`config.mk`:
```
export PLATFORM = sky130hd
export DESIGN_NAME = jtag_user_tap
export DESIGN_NICKNAME = d
export VERILOG_FILES = /design/src/rtl/jtag_user_tap_pkg.sv /design/src/rtl/jtag_tap_fsm.sv /design/src/rtl/jtag_ir_unit.sv /design/src/rtl/jtag_dr_unit.sv /design/src/rtl/jtag_fabric_strobes.sv /design/src/rtl/jtag_user_port.sv /design/src/rtl/jtag_user_tap.sv
export SDC_FILE = /design/constraint.sdc
export NUM_CORES = 1
export LEC_CHECK = 0
export BUFFER_PORTS_ARGS = -buffer_cell sky130_fd_sc_hd__buf_2
export CAP_MARGIN = 30
export CORE_MARGIN = 5
export CORE_UTILIZATION = 53
export CTS_CLUSTER_DIAMETER = 30
export DETAILED_ROUTE_END_ITERATION = 8
export PLACE_DENSITY = 0.76
export SETUP_SLACK_MARGIN = 0.2
export SLEW_MARGIN = 5
export SYNTH_ARGS = -nofsm -noshare
export SYNTH_HDL_FRONTEND = slang
export SYNTH_SLANG_ARGS = --single-unit
```
`constraint.sdc`:
```
create_clock -name tck -period 1.6 [get_ports tck]
set_input_delay 0.32 -clock tck [delete_from_list [all_inputs] [get_ports tck]]
set_output_delay 0.32 -clock tck [all_outputs]
set_load 0.1 [all_outputs]
```
`src/rtl/jtag_user_tap_pkg.sv`:
```
package jtag_user_tap_pkg;

  localparam int IR_W = 6;
  localparam int MAX_CHAINS = 4;

  typedef enum logic [3:0] {
    ST_TLR, ST_RTI,
    ST_SEL_DR, ST_CAP_DR, ST_SH_DR, ST_EX1_DR, ST_PAU_DR, ST_EX2_DR, ST_UPD_DR,
    ST_SEL_IR, ST_CAP_IR, ST_SH_IR, ST_EX1_IR, ST_PAU_IR, ST_EX2_IR, ST_UPD_IR
  } tap_state_e;

  localparam logic [IR_W-1:0] OP_BYPASS  = '1;
  localparam logic [IR_W-1:0] OP_IDCODE  = 6'h09;
  localparam logic [IR_W-1:0] IR_CAPTURE = 6'b000001;

  // Next-state rule of the test access port controller
  function automatic tap_state_e tap_next(input tap_state_e s, input logic m);
    tap_state_e n;
    unique case (s)
      ST_TLR:    n = m ? ST_TLR    : ST_RTI;
      ST_RTI:    n = m ? ST_SEL_DR : ST_RTI;
      ST_SEL_DR: n = m ? ST_SEL_IR : ST_CAP_DR;
      ST_CAP_DR: n = m ? ST_EX1_DR : ST_SH_DR;
      ST_SH_DR:  n = m ? ST_EX1_DR : ST_SH_DR;
      ST_EX1_DR: n = m ? ST_UPD_DR : ST_PAU_DR;
      ST_PAU_DR: n = m ? ST_EX2_DR : ST_PAU_DR;
      ST_EX2_DR: n = m ? ST_UPD_DR : ST_SH_DR;
      ST_UPD_DR: n = m ? ST_SEL_DR : ST_RTI;
      ST_SEL_IR: n = m ? ST_TLR    : ST_CAP_IR;
      ST_CAP_IR: n = m ? ST_EX1_IR : ST_SH_IR;
      ST_SH_IR:  n = m ? ST_EX1_IR : ST_SH_IR;
      ST_EX1_IR: n = m ? ST_UPD_IR : ST_PAU_IR;
      ST_PAU_IR: n = m ? ST_EX2_IR : ST_PAU_IR;
      ST_EX2_IR: n = m ? ST_UPD_IR : ST_SH_IR;
      ST_UPD_IR: n = m ? ST_SEL_DR : ST_RTI;
      default:   n = ST_TLR;
    endcase
    return n;
  endfunction

  // Instruction code assigned to user chain idx
  function automatic logic [IR_W-1:0] user_opcode(input int unsigned idx);
    logic [IR_W-1:0] c;
    case (idx)
      0:       c = 6'h02;
      1:       c = 6'h03;
      2:       c = 6'h22;
      default: c = 6'h23;
    endcase
    return c;
  endfunction

  function automatic logic in_dr_clocked(input tap_state_e s);
    return (s == ST_CAP_DR) || (s == ST_SH_DR);
  endfunction

  function automatic logic in_shift(input tap_state_e s);
    return (s == ST_SH_DR) || (s == ST_SH_IR);
  endfunction

endpackage

```
`src/rtl/jtag_tap_fsm.sv`:
```
module jtag_tap_fsm
  import jtag_user_tap_pkg::*;
(
  input  logic       tck,
  input  logic       por_n,
  input  logic       tms,
  output tap_state_e state
);

  always_ff @(posedge tck or negedge por_n) begin
    if (!por_n) state <= ST_TLR;
    else        state <= tap_next(state, tms);
  end

endmodule

```
`src/rtl/jtag_ir_unit.sv`:
```
module jtag_ir_unit
  import jtag_user_tap_pkg::*;
#(
  parameter int NUM_CHAINS = 4
) (
  input  logic                  tck,
  input  logic                  por_n,
  input  tap_state_e            state,
  input  logic                  tdi,
  output logic [IR_W-1:0]       ir_q,
  output logic                  ir_tdo_bit,
  output logic                  hit_idcode,
  output logic [NUM_CHAINS-1:0] hit_user
);

  logic [IR_W-1:0] ir_sh;

  // Capture and shift on the rising edge
  always_ff @(posedge tck or negedge por_n) begin
    if (!por_n) begin
      ir_sh <= IR_CAPTURE;
    end else if (state == ST_CAP_IR) begin
      ir_sh <= IR_CAPTURE;
    end else if (state == ST_SH_IR) begin
      ir_sh <= {tdi, ir_sh[IR_W-1:1]};
    end
  end

  // Latch on the falling edge; the reset state forces bypass
  always_ff @(negedge tck or negedge por_n) begin
    if (!por_n)                 ir_q <= OP_BYPASS;
    else if (state == ST_TLR)   ir_q <= OP_BYPASS;
    else if (state == ST_UPD_IR) ir_q <= ir_sh;
  end

  assign ir_tdo_bit = ir_sh[0];
  assign hit_idcode = (ir_q == OP_IDCODE);

  for (genvar k = 0; k < NUM_CHAINS; k++) begin : g_dec
    assign hit_user[k] = (ir_q == user_opcode(k));
  end

endmodule

```
`src/rtl/jtag_dr_unit.sv`:
```
module jtag_dr_unit
  import jtag_user_tap_pkg::*;
#(
  parameter int          NUM_CHAINS = 4,
  parameter logic [31:0] IDCODE_VAL = 32'h1A2B_C0DF
) (
  input  logic                  tck,
  input  logic                  por_n,
  input  tap_state_e            state,
  input  logic                  tdi,
  input  logic                  ir_tdo_bit,
  input  logic                  hit_idcode,
  input  logic [NUM_CHAINS-1:0] hit_user,
  input  logic [NUM_CHAINS-1:0] usr_tdo,
  output logic                  tdo,
  output logic                  tdo_oe
);

  localparam int ID_W = 32;

  logic            byp_q;
  logic [ID_W-1:0] id_sh;
  logic            dr_bit;

  always_ff @(posedge tck or negedge por_n) begin
    if (!por_n) begin
      byp_q <= 1'b0;
      id_sh <= '0;
    end else begin
      case (state)
        ST_CAP_DR: begin
          byp_q <= 1'b0;
          id_sh <= IDCODE_VAL;
        end
        ST_SH_DR: begin
          byp_q <= tdi;
          id_sh <= {tdi, id_sh[ID_W-1:1]};
        end
        default: ;
      endcase
    end
  end

  // User chains win, then identification, else bypass
  always_comb begin
    if (|hit_user)       dr_bit = |(hit_user & usr_tdo);
    else if (hit_idcode) dr_bit = id_sh[0];
    else                 dr_bit = byp_q;
  end

  always_ff @(negedge tck or negedge por_n) begin
    if (!por_n) begin
      tdo    <= 1'b0;
      tdo_oe <= 1'b0;
    end else begin
      tdo_oe <= in_shift(state);
      if (state == ST_SH_IR)      tdo <= ir_tdo_bit;
      else if (state == ST_SH_DR) tdo <= dr_bit;
    end
  end

endmodule

```
`src/rtl/jtag_fabric_strobes.sv`:
```
module jtag_fabric_strobes
  import jtag_user_tap_pkg::*;
(
  input  logic       tck,
  input  logic       por_n,
  input  tap_state_e state,
  output logic       usr_reset,
  output logic       usr_capture,
  output logic       usr_shift,
  output logic       usr_update
);

  always_ff @(negedge tck or negedge por_n) begin
    if (!por_n) begin
      usr_reset   <= 1'b1;
      usr_capture <= 1'b0;
      usr_shift   <= 1'b0;
      usr_update  <= 1'b0;
    end else begin
      usr_reset   <= (state == ST_TLR);
      usr_capture <= (state == ST_CAP_DR);
      usr_shift   <= (state == ST_SH_DR);
      usr_update  <= (state == ST_UPD_DR);
    end
  end

endmodule

```
`src/rtl/jtag_user_port.sv`:
```
module jtag_user_port
  import jtag_user_tap_pkg::*;
(
  input  logic       tck,
  input  logic       por_n,
  input  logic       sel,
  input  tap_state_e state,
  output logic       drck
);

  logic en_neg;
  logic live;

  // Opens on a falling edge; the rising-edge state term closes it while tck is high
  always_ff @(negedge tck or negedge por_n) begin
    if (!por_n) en_neg <= 1'b0;
    else        en_neg <= sel && in_dr_clocked(state);
  end

  assign live = in_dr_clocked(state);
  assign drck = tck | ~(en_neg & live);

endmodule

```
`src/rtl/jtag_user_tap.sv`:
```
module jtag_user_tap
  import jtag_user_tap_pkg::*;
#(
  parameter int          NUM_CHAINS = 4,
  parameter logic [31:0] IDCODE_VAL = 32'h1A2B_C0DF
) (
  input  logic                  tck,
  input  logic                  por_n,
  input  logic                  tms,
  input  logic                  tdi,
  output logic                  tdo,
  output logic                  tdo_oe,
  output logic [NUM_CHAINS-1:0] usr_sel,
  output logic                  usr_reset,
  output logic [NUM_CHAINS-1:0] usr_drck,
  output logic                  usr_capture,
  output logic                  usr_shift,
  output logic                  usr_update,
  output logic                  usr_tdi,
  input  logic [NUM_CHAINS-1:0] usr_tdo
);

  tap_state_e            tap_state;
  logic [IR_W-1:0]       ir_q;
  logic                  ir_tdo_bit;
  logic                  hit_idcode;
  logic [NUM_CHAINS-1:0] hit_user;

  jtag_tap_fsm u_fsm (
    .tck   (tck),
    .por_n (por_n),
    .tms   (tms),
    .state (tap_state)
  );

  jtag_ir_unit #(.NUM_CHAINS(NUM_CHAINS)) u_ir (
    .tck        (tck),
    .por_n      (por_n),
    .state      (tap_state),
    .tdi        (tdi),
    .ir_q       (ir_q),
    .ir_tdo_bit (ir_tdo_bit),
    .hit_idcode (hit_idcode),
    .hit_user   (hit_user)
  );

  jtag_dr_unit #(.NUM_CHAINS(NUM_CHAINS), .IDCODE_VAL(IDCODE_VAL)) u_dr (
    .tck        (tck),
    .por_n      (por_n),
    .state      (tap_state),
    .tdi        (tdi),
    .ir_tdo_bit (ir_tdo_bit),
    .hit_idcode (hit_idcode),
    .hit_user   (hit_user),
    .usr_tdo    (usr_tdo),
    .tdo        (tdo),
    .tdo_oe     (tdo_oe)
  );

  jtag_fabric_strobes u_strb (
    .tck         (tck),
    .por_n       (por_n),
    .state       (tap_state),
    .usr_reset   (usr_reset),
    .usr_capture (usr_capture),
    .usr_shift   (usr_shift),
    .usr_update  (usr_update)
  );

  for (genvar k = 0; k < NUM_CHAINS; k++) begin : g_chain
    jtag_user_port u_port (
      .tck   (tck),
      .por_n (por_n),
      .sel   (hit_user[k]),
      .state (tap_state),
      .drck  (usr_drck[k])
    );
  end

  assign usr_sel = hit_user;
  assign usr_tdi = tdi;

endmodule

```
==> flow_summary_export.csv, run 1 <==
group,metric,value,unit
outcome,outcome,"did not finish",
outcome,haltStage,"5_1_grt",
outcome,stop_error,"[ERROR DPL-0033] detailed placement checks failed during check placement.",
yosys,synth_area_leader_cell,"dfrtp_1",
grt,antenna_found_initial,0,
placement,dpl.hpwl,4002,um
yosys,ys_ff_latch,58,
yosys,synth_compound_area_frac,0.1592,
yosys,synthFlopType,"dfrtp_1",
yosys,synth_xor_area_frac,0.003221,
placement,io_buffers,22,
floorplan,rows,26,
yosys,synthArstFlopShare,1.000,
yosys,synth_commonest_cells,"nand2_1 (70), dfrtp_1 (41), o21ai_0 (40), nor2_1 (32), buf_4 (10)",
floorplan,die_height,81.63,um
timing,endpoint_type,"output port",
yosys,muxShareOfSynthArea,0.008283,
yosys,synthDistinctLibCells,41,
yosys,synth_top_area_frac,0.3774,
yosys,syn_avg_cell_area,9.124,um^2
yosys,synth_fp_nets,306,
yosys,synthesis.area,2719,um^2
yosys,synth-seq-area-share,0.5375,
yosys,synth_simple_gate_area_frac,0.2085,
yosys,yosys.cell_count.top_type,"nand2_1",
floorplan,pin_count,23,
yosys,syn_inst,298,
grt,grt_max_degree,22,
timing,worst_endpoint,"usr_sel[1]",
yosys,synth_fa_ha_area_frac,0,
yosys,netlist_top_cells_area,"dfrtp_1 (38%), nand2_1 (9.7%), dfrtn_1 (8.3%)",
placement,gp_congestion,0.8342,
floorplan,chipWidth,81.63,um
yosys,synth_warnings,0,
placement,place_inst,399,
yosys,synth_edf_count,0,
yosys,synth_top_family_by_area,"simple AND/OR/NAND/NOR gates",
floorplan,initial_core_util,0.5392,
-- stage by stage --
stage	util	hold WS (ps)	instance area (um^2)	setup WS, ps
after CTS	0.8514	92.04	4293	-1327
after detailed placement	0.6474	270.6	3264	-843.6
after global placement	0.6474	270.4	3264	-772.3
after floorplan	-	24.41	2914	-770.4
-- cells by family after synthesis --
family          after synthesis
simple gates                131
compound gates               71
flops                        58
buf+inv                      36
xor+xnor                      1
mux                           1
-- what timing repair did --
item / 4_1_cts
gates resized for setup: 83
hold buffers: 1
endpoints found under the hold margin: 1
pin swaps: 18
buffers inserted: 18
cloned: 8
endpoints found under the setup margin: 69
==> run 2, diff against run 1 <==
--- a/config.mk
+++ b/config.mk
@@ -8,11 +8,9 @@
 export BUFFER_PORTS_ARGS = -buffer_cell sky130_fd_sc_hd__buf_2
 export CAP_MARGIN = 30
 export CORE_MARGIN = 5
-export CORE_UTILIZATION = 53
-export CTS_CLUSTER_DIAMETER = 30
+export CORE_UTILIZATION = 40
 export DETAILED_ROUTE_END_ITERATION = 8
-export PLACE_DENSITY = 0.76
-export SETUP_SLACK_MARGIN = 0.2
+export PLACE_DENSITY_LB_ADDON = 0.15
 export SLEW_MARGIN = 5
 export SYNTH_ARGS = -nofsm -noshare
 export SYNTH_HDL_FRONTEND = slang
==> constraint.sdc (replaced) <==
create_clock -name tck -period 2.1 [get_ports tck]
set_input_delay 0.42 -clock tck [delete_from_list [all_inputs] [get_ports tck]]
set_output_delay 0.42 -clock tck [all_outputs]
set_load 0.1 [all_outputs]
==> run 2 against run 1 <==
Synthesized area stayed put; synthesized cell count is the same; the flow now finishes, with violations (setup timing).
==> flow_summary_export.csv, run 2 <==
group,metric,value,unit
yosys,netlist_top_cells_area,"dfrtp_1 (38%), nand2_1 (9.7%), dfrtn_1 (8.3%)",
yosys,ys_ff_latch,58,
setup_path,rrSetupSlack,-360,ps
timing,finalSetupViolCount,33,
yosys,yosys.cell_count.top_type,"nand2_1",
clock_network,cts.reportedPaths.clkPinSlew,70,ps
finish,top_regs,"u_dr.id_sh: 32 flops, u_ir.ir_q: 6 flops, u_ir.ir_sh: 6 flops",
grt,grt_pass1_wl,9963,um
finish,final_common_cell,"nand2_1",
grt,antenna_found_initial,0,
min_path,hold_end,"u_dr.id_sh[31]",
min_path,hold_depth,3,
floorplan,initial_core_util,0.4047,
routing,first_pass_iters,5,
timing,drv_slew,0,
yosys,synthArstFlopShare,1.000,
placement,dp_slack,-674.8,ps
floorplan,core,6719,um^2
pwr,p_sw,2.254,mW
outcome,violations,"setup timing",
routing,drt_wl_total,5839,um
floorplan,rows,30,
setup_path,criticalPathCategory,"reg2out",
routing,drc,0,
min_path,min_path_type,"in2reg",
min_path,hp-start,"tdi",
yosys,syn_avg_cell_area,9.124,um^2
yosys,synth_edf_count,0,
setup_path,crit_arrival,2830,ps
timing,tns,-11650,ps
timing,final_hold_viol_count,0,
pwr,p_leak,1.694,nW
outcome,outcome,"finished, violations left",
finish,largest_register_ffs,32,
pwr,pwr-share-seq,0.338,
setup_path,cp_max_fo,3,
timing,slew_headroom,0.6781,
setup_path,crit_family,"simple AND/OR/NAND/NOR gates",
setup_path,worstPathRequired,1680,ps
grt,grt_usage,0.1518,
yosys,synth_fp_nets,306,
floorplan,chipWidth,92.45,um
routing,wl_per_cell,13.21,um
finish,top_register,"u_dr.id_sh",
timing,finalClockSkew,69.58,ps
placement,dpl.hpwl,3660,um
yosys,synth_area_leader_cell,"dfrtp_1",
yosys,synth-seq-area-share,0.5375,
setup_path,reg2reg_from,"u_fsm.state[0]",
timing,rsz0062_at_grt,"true",
placement,io_buffers,22,
setup_path,reg2reg_to,"u_dr.tdo",
flow_run,maxCapViolations,0,
setup_path,slowest_stage,"dfstp_2",
finish,final_cell_mix,"nand2_1 (66), dfrtp_1 (40), o21ai_0 (33)",
yosys,synth_warnings,0,
routing,vias,2205,
yosys,syn_inst,298,
clock_network,cts_tree,"done",
placement,gp_congestion,0.7238,
routing,ant_nets,0,
yosys,synth_commonest_cells,"nand2_1 (70), dfrtp_1 (41), o21ai_0 (40), nor2_1 (32), buf_4 (10)",
pwr,pwr-share-clk,0.208,
setup_path,slowest_delay,520,ps
grt,overflow,0,
pwr,p_sw_frac,0.4025,
pwr,irDropWorstVdd,0.6793,mV
yosys,synthesis.area,2719,um^2
floorplan,die_area,8546,um^2
yosys,synthDistinctLibCells,41,
finish,area_growth,39.35,%
finish,nNetsFinal,365,
setup_path,reg2reg_depth,5,
yosys,synthFlopType,"dfrtp_1",
routing,via_per_inst,4.989,
grt,grt_max_degree,65,
setup_path,path_buf_inv,1,
grt,grt_pass1_vias,2171,
routing,drt_iter0_drc,79,
timing,fin_ws,-1153,ps
floorplan,die_height,92.45,um
floorplan,pin_count,23,
finish,drive_gt1_frac,0.3674,
clock_network,clkLatencyLatePin,510,ps
setup_path,worstPathCellList,"nor4b_4, nand2_1, nor2_2, buf_12",
pwr,power_frac_comb,0.455,
timing,tightest_slew,486.2,ps
setup_path,setup.worst_path.end_class,"primary output",
pwr,internal_power,3.346,mW
pwr,power_density,1478,nW/um^2
finish,antenna_cells,0,
setup_path,startpoint_type,"register",
yosys,synth_top_area_frac,0.3774,
## run 2: cell counts after synthesis
Identical to the previous run, type by type.
## run 2: final cells by class
cell class | count | area [um^2]
Clock buffer | 18 | 272.8
Timing Repair Buffer | 64 | 658.1
Multi-Input combinational cell | 204 | 1200
Inverter | 5 | 23.77
Tap cell | 80 | 100.1
Clock inverter | 13 | 67.56
Sequential cell | 58 | 1466
Fill cell | 573 | 2930
## run 2: kinds of logic after synthesis
family / count (synthesis) / share of synthesized area
buffers and inverters: 36 / 0.08329
AOI/OAI and AO/OA: 71 / 0.1592
DFF: 58 / 0.5375
muxes: 1 / 0.008283
and+or+nand+nor: 131 / 0.2085
xor gates and xnor gates: 1 / 0.003222
## run 2: worst reg2reg max path: stages (launching register included)
cell     delay, ps
dfrtp_1        400
or3b_4         420
buf_6          120
buf_6          120
a21oi_2        120
o21ai_1         70
## run 2: through the flow
step                instances  power [mW]  instance area, um^2  hold slack [ps]  utilization
finish                    442       5.601                 3789            241.5       0.5639
global route              442       5.993                 3789            251.3       0.5639
CTS                       438       5.504                 3714            235.8       0.5527
detailed placement        404       4.121                 3202            393.4       0.4765
global placement          404       4.095                 3202            392.3       0.4765
floorplan                 298       3.459                 2835            124.4            -
## run 2: how the worst max path moves through the flow
stage,slack (ps),depth (start not counted),start,end
2_1_floorplan,-620,4,u_ir.ir_q[1],usr_sel[0]
3_3_place_gp,-630,4,u_ir.ir_q[1],usr_sel[3]
3_5_place_dp,-670,4,u_ir.ir_q[1],usr_sel[2]
4_1_cts,-1150,4,u_ir.ir_q[1],usr_sel[3]
5_1_grt,-1300,4,u_ir.ir_q[1],usr_sel[2]
6_report,-1150,4,u_ir.ir_q[1],usr_sel[2]
## run 2: power by group through the flow
stage                     registers, mW  clock network, mW  logic (mW)
after CTS                          1.90               1.19        2.42
final                              1.89               1.16        2.55
after global routing               1.95               1.26        2.78
after detailed placement           1.92             0.0309        2.17
after global placement             1.90             0.0309        2.16
after floorplan                    2.10             0.0308        1.33
## run 2: layer usage
metal  GRT usage  up-vias  part of all wire
met1      0.1828     1044              0.44
met4     0.09653        0             0.026
met2      0.2205       42              0.48
met5           0        -                 0
li1            -     1102                 -
met3     0.06661       17             0.049
## run 2: timing repair
action | 4_1_cts | 5_1_grt
setup buffers | 8 | 8
pin swaps | 8 | 14
setup endpoints to repair | 31 | 44
hold buffers | 1 | 0
gates resized for setup | 54 | 12
hold endpoints to repair | 14 | 0
Note: power is estimated with default switching activity, not from simulation.
